[config.mk]
export PLATFORM = sky130hd
export DESIGN_NAME = adc_seq_top
export DESIGN_NICKNAME = d
export VERILOG_FILES = /design/src/rtl/adc_seq_pkg.sv /design/src/rtl/adc_seq_sckgen.sv /design/src/rtl/adc_seq_shreg.sv /design/src/rtl/adc_seq_top.sv
export SDC_FILE = /design/constraint.sdc
export NUM_CORES = 1
export LEC_CHECK = 0
export ABC_CLOCK_PERIOD_IN_PS = 2450
export BUFFER_PORTS_ARGS = -buffer_cell sky130_fd_sc_hd__clkbuf_2
export CAP_MARGIN = 20
export CORE_MARGIN = 5
export CORE_UTILIZATION = 25
export CTS_CLUSTER_DIAMETER = 40
export CTS_CLUSTER_SIZE = 14
export DETAILED_ROUTE_END_ITERATION = 10
export SLEW_MARGIN = 20
export SYNTH_ARGS = -nofsm -noshare
export SYNTH_HDL_FRONTEND = slang
export SYNTH_SLANG_ARGS = --single-unit
[constraint.sdc]
create_clock -name clk -period 2.45 [get_ports clk]
set_clock_uncertainty 0.1 [all_clocks]
set_input_delay 0 -clock clk [delete_from_list [all_inputs] [get_ports clk]]
set_output_delay 0 -clock clk [all_outputs]
set_load 0.02 [all_outputs]
[src/rtl/adc_seq_pkg.sv]
// Shared definitions for the SPI ADC conversion sequencer.
// Assumes a 24-bit frame carrying a 12-bit sample and a 3-bit channel field.
package adc_seq_pkg;

    localparam int FRAME_BITS = 24;
    localparam int RES_BITS   = 12;
    localparam int CHAN_BITS  = 3;

    typedef enum logic [1:0] {
        ST_IDLE  = 2'd0,
        ST_SETUP = 2'd1,
        ST_SHIFT = 2'd2,
        ST_HOLD  = 2'd3
    } seq_state_e;

    // Packs the command: marker, mode and channel MSB in byte 0, channel LSBs atop byte 1.
    function automatic logic [FRAME_BITS-1:0] make_cmd(input logic single,
                                                       input logic [CHAN_BITS-1:0] ch);
        logic [7:0] b0;
        logic [7:0] b1;
        b0 = {5'b00001, single, ch[2]};
        b1 = {ch[1:0], 6'b000000};
        return {b0, b1, 8'h00};
    endfunction

endpackage

[src/rtl/adc_seq_sckgen.sv]
// Phase counter for the serial clock.
// While run is high it walks 0..SCK_DIV-1; phase 0 marks a falling edge,
// phase SCK_DIV/2 a rising edge. Assumes SCK_DIV is even and at least 2.
module adc_seq_sckgen #(
    parameter int SCK_DIV = 64
) (
    input  logic clk,
    input  logic rst_n,
    input  logic run,
    output logic fall_o,
    output logic rise_o
);
    localparam int PW = (SCK_DIV > 2) ? $clog2(SCK_DIV) : 1;
    localparam logic [PW-1:0] PH_LAST = PW'(SCK_DIV - 1);
    localparam logic [PW-1:0] PH_HALF = PW'(SCK_DIV / 2);

    logic [PW-1:0] ph;

    // Advance the phase while shifting, park it at zero otherwise.
    always_ff @(posedge clk) begin
        if (!rst_n || !run) begin
            ph <= '0;
        end else if (ph == PH_LAST) begin
            ph <= '0;
        end else begin
            ph <= ph + 1'b1;
        end
    end

    // Decode the two edge strobes from the phase.
    always_comb begin
        fall_o = run && (ph == '0);
        rise_o = run && (ph == PH_HALF);
    end

endmodule

[src/rtl/adc_seq_shreg.sv]
// Transmit and receive shift registers.
// Transmit: loaded with the command, moves one bit to mosi_o per shift strobe,
// MSB first; park forces mosi_o back to its idle-high level.
// Receive: keeps only the last KEEP_W bits sampled, so older bits fall off the top.
module adc_seq_shreg #(
    parameter int TX_W   = 24,
    parameter int KEEP_W = 12
) (
    input  logic              clk,
    input  logic              rst_n,
    input  logic              load,
    input  logic [TX_W-1:0]   load_val,
    input  logic              shift,
    input  logic              sample,
    input  logic              park,
    input  logic              miso_i,
    output logic              mosi_o,
    output logic [KEEP_W-1:0] rx_o
);
    logic [TX_W-1:0]   tx;
    logic [KEEP_W-1:0] rx;

    // Command register and MOSI driver.
    always_ff @(posedge clk) begin
        if (!rst_n) begin
            tx     <= '0;
            mosi_o <= 1'b1;
        end else if (load) begin
            tx <= load_val;
        end else if (shift) begin
            tx     <= {tx[TX_W-2:0], 1'b0};
            mosi_o <= tx[TX_W-1];
        end else if (park) begin
            mosi_o <= 1'b1;
        end
    end

    // Reply capture on sample strobes.
    always_ff @(posedge clk) begin
        if (!rst_n || load) begin
            rx <= '0;
        end else if (sample) begin
            rx <= {rx[KEEP_W-2:0], miso_i};
        end
    end

    assign rx_o = rx;

endmodule

[src/rtl/adc_seq_top.sv]
// SPI ADC conversion sequencer, top level.
// Runs one select / guard / 24-bit shift / guard / release sequence per start
// request in SPI mode 3. Assumes GUARD_CLKS >= 1 and an even SCK_DIV >= 2.
module adc_seq_top
    import adc_seq_pkg::*;
#(
    parameter int SCK_DIV    = 64,
    parameter int GUARD_CLKS = 17
) (
    input  logic                 clk,
    input  logic                 rst_n,
    input  logic                 start_i,
    input  logic [CHAN_BITS-1:0] chan_i,
    input  logic                 single_i,
    output logic                 busy_o,
    output logic                 done_o,
    output logic [RES_BITS-1:0]  result_o,
    output logic                 sck_o,
    output logic                 mosi_o,
    input  logic                 miso_i,
    output logic                 cs_n_o
);
    localparam int GW = $clog2(GUARD_CLKS + 1);
    localparam int BW = $clog2(FRAME_BITS);
    localparam logic [GW-1:0] G_SETUP_END = GW'(GUARD_CLKS - 1);
    localparam logic [GW-1:0] G_HOLD_END  = GW'(GUARD_CLKS);
    localparam logic [BW-1:0] LAST_BIT    = BW'(FRAME_BITS - 1);

    seq_state_e          state;
    logic [GW-1:0]       gcnt;
    logic [BW-1:0]       bitcnt;
    logic                fall_stb;
    logic                rise_stb;
    logic                accept;
    logic                release_now;
    logic [RES_BITS-1:0] rx_keep;

    // Decode the start acceptance and the release point.
    always_comb begin
        accept      = (state == ST_IDLE) && start_i;
        release_now = (state == ST_HOLD) && (gcnt == G_HOLD_END);
    end

    adc_seq_sckgen #(
        .SCK_DIV (SCK_DIV)
    ) u_sckgen (
        .clk    (clk),
        .rst_n  (rst_n),
        .run    (state == ST_SHIFT),
        .fall_o (fall_stb),
        .rise_o (rise_stb)
    );

    adc_seq_shreg #(
        .TX_W   (FRAME_BITS),
        .KEEP_W (RES_BITS)
    ) u_shreg (
        .clk      (clk),
        .rst_n    (rst_n),
        .load     (accept),
        .load_val (make_cmd(single_i, chan_i)),
        .shift    (fall_stb),
        .sample   (rise_stb),
        .park     (release_now),
        .miso_i   (miso_i),
        .mosi_o   (mosi_o),
        .rx_o     (rx_keep)
    );

    // Sequencer: select, guard, shift, guard, release with result.
    always_ff @(posedge clk) begin
        if (!rst_n) begin
            state    <= ST_IDLE;
            gcnt     <= '0;
            bitcnt   <= '0;
            sck_o    <= 1'b1;
            cs_n_o   <= 1'b1;
            done_o   <= 1'b0;
            result_o <= '0;
        end else begin
            done_o <= 1'b0;
            unique case (state)
                ST_IDLE: begin
                    if (accept) begin
                        state  <= ST_SETUP;
                        cs_n_o <= 1'b0;
                        gcnt   <= '0;
                        bitcnt <= '0;
                    end
                end
                ST_SETUP: begin
                    if (gcnt == G_SETUP_END) begin
                        state <= ST_SHIFT;
                        gcnt  <= '0;
                    end else begin
                        gcnt <= gcnt + 1'b1;
                    end
                end
                ST_SHIFT: begin
                    if (fall_stb) begin
                        sck_o <= 1'b0;
                    end
                    if (rise_stb) begin
                        sck_o <= 1'b1;
                        if (bitcnt == LAST_BIT) begin
                            state <= ST_HOLD;
                            gcnt  <= '0;
                        end else begin
                            bitcnt <= bitcnt + 1'b1;
                        end
                    end
                end
                ST_HOLD: begin
                    if (release_now) begin
                        state    <= ST_IDLE;
                        cs_n_o   <= 1'b1;
                        done_o   <= 1'b1;
                        result_o <= rx_keep;
                    end else begin
                        gcnt <= gcnt + 1'b1;
                    end
                end
                default: state <= ST_IDLE;
            endcase
        end
    end

    assign busy_o = (state != ST_IDLE);

endmodule

==> impl_results.md, run 1 <==
* Vias per cell at 4.492
* Mapped cell area at 2457 µm²
* Required @ worst endpoint at 2.59 ns
* # rows at 36
* Library cells used by synthesis at 40
* Tot Pwr at 2.377 mW
* Number of flops mapped to enable cells by yosys at 0
* Slew of the pin with the lowest slew margin at 0.6536 ns
* Net count, final at 334
* Global route overflow at 0
* Die ar. at 11910 µm²
* Pin count of the biggest net entering global routing at 23
* Dpl hpwl at 3.589 mm
* Number of remaining DRC errors at 0
* Max_cap viols at 0
* Worst-path fanout max at 15
* I/O pin count at 25
* Hold Vio Cnt, Final at 0
* Sequential element share of the synthesized area at 45.62%
* First-pass DRT Iterations at 4
* Number of routed nets with antenna violations at 0
* Synth area leader: dfxtp_1
* Final setup violating endpoints at 0
* CTS tree: built
* Post-Synthesis Cells at 288
* CP arrival at 2.14 ns
* Die height at 109.1 µm
* Top cells by count, synth: 65 x nand2_1, 56 x dfxtp_1, 37 x a21oi_1
* Drt total wl at 4.913 mm
* WL/cell at 10.94 µm
* Startpoint types: register
* Initial drt markers at 87
* RePlAce Congestion at 0.7610
* Initial antenna violation count at 0
* Final period util at 81.87%
* Area Growth Syn to Fin at 17.41%
* First-pass GRT wire length at 8.224 mm
* Final Max Tran Viols at 0
* Fin Setup TNS at 0 ns
* Max frequency at 0.4985 GHz
* Die X at 109.1 µm
* RSZ-0062 raised after global routing: no
* VDD IR max at 273.6 µV
* Fraction of registers with async set/reset at 0%
* Hold Crit Class: in2reg
* Largest cells by area after synthesis: dfxtp_1 46%, nand2_1 9.9%, a21oi_1 7.5%
* CP Capture Type: register
* Clk pin slew, worst setup/hold paths at 0.09 ns
* Num CTS Buffers at 5
* #FFs+latches synth at 56
* Avg Cell Area, Syn at 8.532 µm²
* Critical path class: reg2reg
* Initial Util at 25.37%
* Clk_lat worst skew at 0.30 ns
* Vias in the first global route at 1846
* Synth Flop Type: dfxtp_1
* CTS H-tree lvls at 2
* Min Tclk post-route at 2.006 ns
* Slew HR at 56.38%
* Total GRT Usage at 8.535%
* Leak Pwr at 1.095 nW
* CTS Root Buffer Type: clkbuf_8
* Fraction of layout cells with a size suffix above 1 at 12.66%
* CTS sink cnt at 56
* Ant diodes at 0
* Status: completed
* Buffers on Ports at 24
* Clk buf depth at 2
* Power Density at 823.8 nW/µm²
* Warning count from the yosys run at 0
* Top-area cell type share of the netlist area at 45.62%
* Most common cell in the netlist: nand2_1
* Total number of vias at 2017
* Syn_nets at 307
* Core ar. at 9684 µm²
layout by cell type (no fill, tap or decap), drive strengths merged, types with 4 or more instances in the layout:
cell and n:
a211oi 5, o21ai 6, dlygate4sd3 6, nor2 16
inv 12, dfxtp 56, clkbuf 30, nand2 65
a21oi 37, buf 4, nand3 15, mux2i 15
ha 11
path summary, 6_finish.rpt:
check	slack (ns)	end	startpoint	cells after the start
worst max register to register	0.44	bitcnt[4]$_SDFFE_PN0P_	state[0]$_SDFFE_PN0P_	6
worst min-delay path	0.04	sck_o$_SDFFE_PN1P_	rst_n	2
worst max-delay path	0.44	bitcnt[4]$_SDFFE_PN0P_	state[0]$_SDFFE_PN0P_	6
worst min register to register	0.36	result_o[4]$_SDFFE_PN0P_	result_o[4]$_SDFFE_PN0P_	2
layout make-up:
cell class | count | area [µm²]
inverter | 12 | 45.04
multi-input combinational | 206 | 1235
timing repair buffer | 34 | 210.2
tap | 133 | 166.4
clock inverter | 2 | 35.03
clock buffer | 6 | 72.57
sequential | 56 | 1121
fill | 1043 | 6799
critical path, stage by stage (launching register included):
cell	delay, ns
dfxtp_1	0.38
inv_1	0.09
ha_1	0.38
nor2b_1	0.27
a41oi_4	0.07
or4_1	0.50
a21oi_1	0.14
cell families after synthesis:
group	Yosys count	share of synthesized area, %
multiplexers	15	6.110
AO/OA/AOI/OAI	62	15.84
adder cells (fa/ha/maj)	11	5.601
flip-flops	56	45.62
buffers and inverters	26	4.124
AND/OR/NAND/NOR	115	21.64
XOR/XNOR	3	1.069
per-layer routing:
layer / vias up / wire length [µm] / global-route usage, %
met5: - / 0 / 0
met4: 0 / 61 / 2.705
met3: 8 / 185 / 2.309
met2: 24 / 2366 / 14.78
met1: 946 / 2299 / 10.21
li1: 1039 / - / -
metrics by stage:
| step | hold WS, ns | setup slack [ns] | cell area (µm²) | util, % | std cells |
|---|---|---|---|---|---|
| 6_report | 0.03812 | 0.4441 | 2885 | 29.79 | 449 |
| 5_1_grt | 0.06507 | 0.3305 | 2885 | 29.79 | 449 |
| 4_1_cts | 0.03016 | 0.4501 | 2885 | 29.79 | 449 |
| 3_5_place_dp | 0.1453 | 0.4755 | 2718 | 28.06 | 435 |
| 3_3_place_gp | 0.1424 | 0.5268 | 2718 | 28.06 | 435 |
| 2_1_floorplan | 0.03597 | 0.5778 | 2457 | - | 288 |
report_power, final:
group	leakage [nW]	total (mW)	internal (mW)	switching [mW]
sequential	0.453	1.03	0.978	0.0512
combinational	0.587	0.758	0.310	0.448
clock	0.0552	0.589	0.304	0.285
total	1.10	2.38	1.59	0.785
state kept, by name, indices dropped and copies added (netlist names):
register        count
result_o           12
u_shreg.rx_o       12
u_shreg.tx         10
u_sckgen.ph         6
bitcnt              5
gcnt                5
state               2
cs_n_o              1
done_o              1
sck_o               1
u_shreg.mosi_o      1
what timing repair did:
item / in CTS / in global routing
hold buffers: 6 / 0
buffers inserted: 0 / 0
gates resized for setup: 0 / 0
hold endpoints to repair: 5 / 0
Note: power is estimated with default switching activity, not from simulation.
==> run 2: changes to the inputs <==
--- a/config.mk
+++ b/config.mk
@@ -5,7 +5,7 @@
 export SDC_FILE = /design/constraint.sdc
 export NUM_CORES = 1
 export LEC_CHECK = 0
-export ABC_CLOCK_PERIOD_IN_PS = 2450
+export ABC_CLOCK_PERIOD_IN_PS = 2009
 export BUFFER_PORTS_ARGS = -buffer_cell sky130_fd_sc_hd__clkbuf_2
 export CAP_MARGIN = 20
 export CORE_MARGIN = 5
==> constraint.sdc (replaced) <==
create_clock -name clk -period 2.01 [get_ports clk]
set_clock_uncertainty 0.1 [all_clocks]
set_input_delay 0 -clock clk [delete_from_list [all_inputs] [get_ports clk]]
set_output_delay 0 -clock clk [all_outputs]
set_load 0.02 [all_outputs]
==> impl_results.md, run 2 (same netlist as run 1, synthesis figures left out) <==
* CTS sink cnt at 56 (unchanged)
* Vias in the first global route at 1919 (+4.0%)
* WHS Endpoint: cs_n_o$_SDFFE_PN1P_
* Most common cell after layout, fill and taps aside: nand2_1
* Final period util at 93.97% (+12 points)
* Fraction of layout cells with a size suffix above 1 at 16.56% (+3.9 points)
* Die ar. at 11910 µm² (unchanged)
* Crit-path slowest cell: or4_1
* Min Tclk post-route at 1.889 ns (-0.1170 ns)
* Pre-CTS WS at 0.05848 ns (-0.4171 ns)
* Global route overflow at 0 (unchanged)
* Number of remaining DRC errors at 0 (unchanged)
* Drt total wl at 5.124 mm (+4.3%)
* Final instance area at 2963 µm² (+2.7%)
* Fin Setup TNS at 0 ns (unchanged)
* First-pass GRT wire length at 8.514 mm (+3.5%)
* Leak Pwr at 1.133 nW (+3.5%)
* Die height at 109.1 µm (unchanged)
* WL/cell at 11.16 µm (+2.0%)
* Num CTS Buffers at 5 (unchanged)
* Initial drt markers at 109 (+25%)
* Final core occ at 30.59% (+0.80 points)
* Fin worst setup slack at 0.1211 ns (-0.3230 ns)
* Final setup violating endpoints at 0 (unchanged)
* CP arrival at 2.04 ns (-0.10 ns)
* Clk_lat worst skew at 0.31 ns (about the same)
* Die X at 109.1 µm (unchanged)
* CP Capture Type: register
* Power Internal at 1.871 mW (+18%)
* CTS tree: built
* Max frequency at 0.5294 GHz (+6.2%)
* Most frequent cells in the layout: 65 x nand2_1, 56 x dfxtp_1, 37 x a21oi_1
* Buffers on Ports at 24 (unchanged)
* Pin count of the biggest net entering global routing at 20 (-13%)
* Ant diodes at 0 (unchanged)
* Initial antenna violation count at 0 (unchanged)
* Hold Crit Class: in2reg
* R2R Setup Slk at 0.12 ns (-0.32 ns)
* Worst Reg-to-Reg Cells at 7 (+1)
* Area Growth Syn to Fin at 20.57%
* Dpl hpwl at 3.687 mm (+2.7%)
* Placed cell area at 2763 µm² (+1.7%)
* Startpoint types: register
* Min-delay src: start_i
* Gate power share at 34.2% (+2.3 points)
* Total number of vias at 2029 (+0.59%)
* Vias per cell at 4.420 (-1.6%)
* Clk buf depth at 2 (unchanged)
* Slew of the pin with the lowest slew margin at 0.4477 ns (-0.2059 ns)
* Hold Vio Cnt, Final at 0 (unchanged)
* I/O pin count at 25 (unchanged)
* Net count, final at 344 (+3.0%)
* First-pass DRT Iterations at 4 (unchanged)
* Clk network pwr share at 22.3% (-2.5 points)
* Clk pin slew, worst setup/hold paths at 0.11 ns (+0.02 ns)
* Core ar. at 9684 µm² (unchanged)
* VDD IR max at 293.0 µV (+7.1%)
* Number of routed nets with antenna violations at 0 (unchanged)
* Worst-path fanout max at 7 (-8)
* Slew HR at 70.08% (+14 points)
* Hold Worst Slack at 0.09245 ns (+0.05433 ns)
* Psw at 1.017 mW (+30%)
* Seq pwr share at 43.6% (+0.3 points)
* Total GRT Usage at 8.854% (+0.32 points)
* Status: completed
* CP max stage delay at 0.50 ns (about the same)
* Final Max Tran Viols at 0 (unchanged)
* Hold path depth at 4 (+2)
* # rows at 36 (unchanged)
* R2r endpoint: bitcnt[4]$_SDFFE_PN0P_
* CTS Root Buffer Type: clkbuf_8
* R2R Path Start: u_sckgen.ph[0]$_SDFF_PP0_
* Required @ worst endpoint at 2.16 ns (-0.43 ns)
* Power Density at 974.9 nW/µm² (+18%)
* RePlAce Congestion at 0.7342 (-3.5%)
* Max_cap viols at 0 (unchanged)
* Initial Util at 25.37% (unchanged)
* CP Cell Sequence: inv_1 -> ha_1 -> nor4b_4 -> buf_4 -> a41oi_4 -> or4_1 -> a21oi_1
* Layout fillers at 1031 (-1.2%)
* Switching Share at 35.22% (+2.2 points)
* Crit path launch: u_sckgen.ph[0]$_SDFF_PP0_
* CTS H-tree lvls at 2 (unchanged)
* Critical path class: reg2reg
run 2: cell types whose count changed in the layout (fill, tap and decap cells not counted), moves of 2 or more:
cell and change:
inv_6 +2, nor2b_1 -2, nor2b_2 +2, buf_4 +9
run 2: layout make-up:
class                   instances  area, µm²  area share (%)
clock inverters                 3      25.02          0.8446
flip-flops and latches         56       1121           37.84
clock buffers                   5      68.82           2.323
well taps                     133      166.4           5.617
repair buffers                 44      287.8           9.713
multi-input cells             206       1249           42.15
inverters                      12      45.04           1.520
run 2: repair_timing:
item                                    in CTS  in global routing
hold endpoints to repair                    10                  0
gates resized for setup                      0                  4
buffers inserted                             0                  3
hold buffers                                 7                  0
endpoints found under the setup margin       0                 11
run 2: stage by stage:
stage | power [mW] | std cells
floorplan | 1.985 | 288
global placement | 2.196 | 441
detailed placement | 2.221 | 441
CTS | 2.891 | 456
global route | 3.098 | 459
finish | 2.889 | 459
run 2: how the worst max path moves through the flow:
stage	to	cells past startpoint	slack, ns
floorplan	result_o[3]$_SDFFE_PN0P_	6	0.14
global placement	bitcnt[4]$_SDFFE_PN0P_	6	0.11
detailed placement	bitcnt[4]$_SDFFE_PN0P_	6	0.06
CTS	bitcnt[4]$_SDFFE_PN0P_	6	0.03
global route	bitcnt[4]$_SDFFE_PN0P_	7	-0.004
finish	bitcnt[4]$_SDFFE_PN0P_	7	0.12
run 2: routing by layer:
layer  track usage (%)  wire length (µm)  up-vias
met1             10.07              2346      918
met5                 0                 0        -
li1                  -                 -     1062
met4             3.517               111        0
met2             15.66              2458       39
met3             2.368               207       10
run 2: worst max-delay path: cells and delay by family (launching register included):
kind | cells | cell delay [ns]
DFF | 1 | 0.35
AOI/OAI and AO/OA | 2 | 0.29
adders and majority gates | 1 | 0.14
and+or+nand+nor | 2 | 0.71
buffers and inverters | 2 | 0.24
run 2: power by group through the flow:
stage          clock (mW)  sequential [mW]  combinational, mW
6_report            0.643             1.26              0.988
5_1_grt             0.721             1.27               1.11
4_1_cts             0.674             1.26              0.959
3_5_place_dp            0             1.28              0.937
3_3_place_gp            0             1.28              0.919
2_1_floorplan           0             1.29              0.697
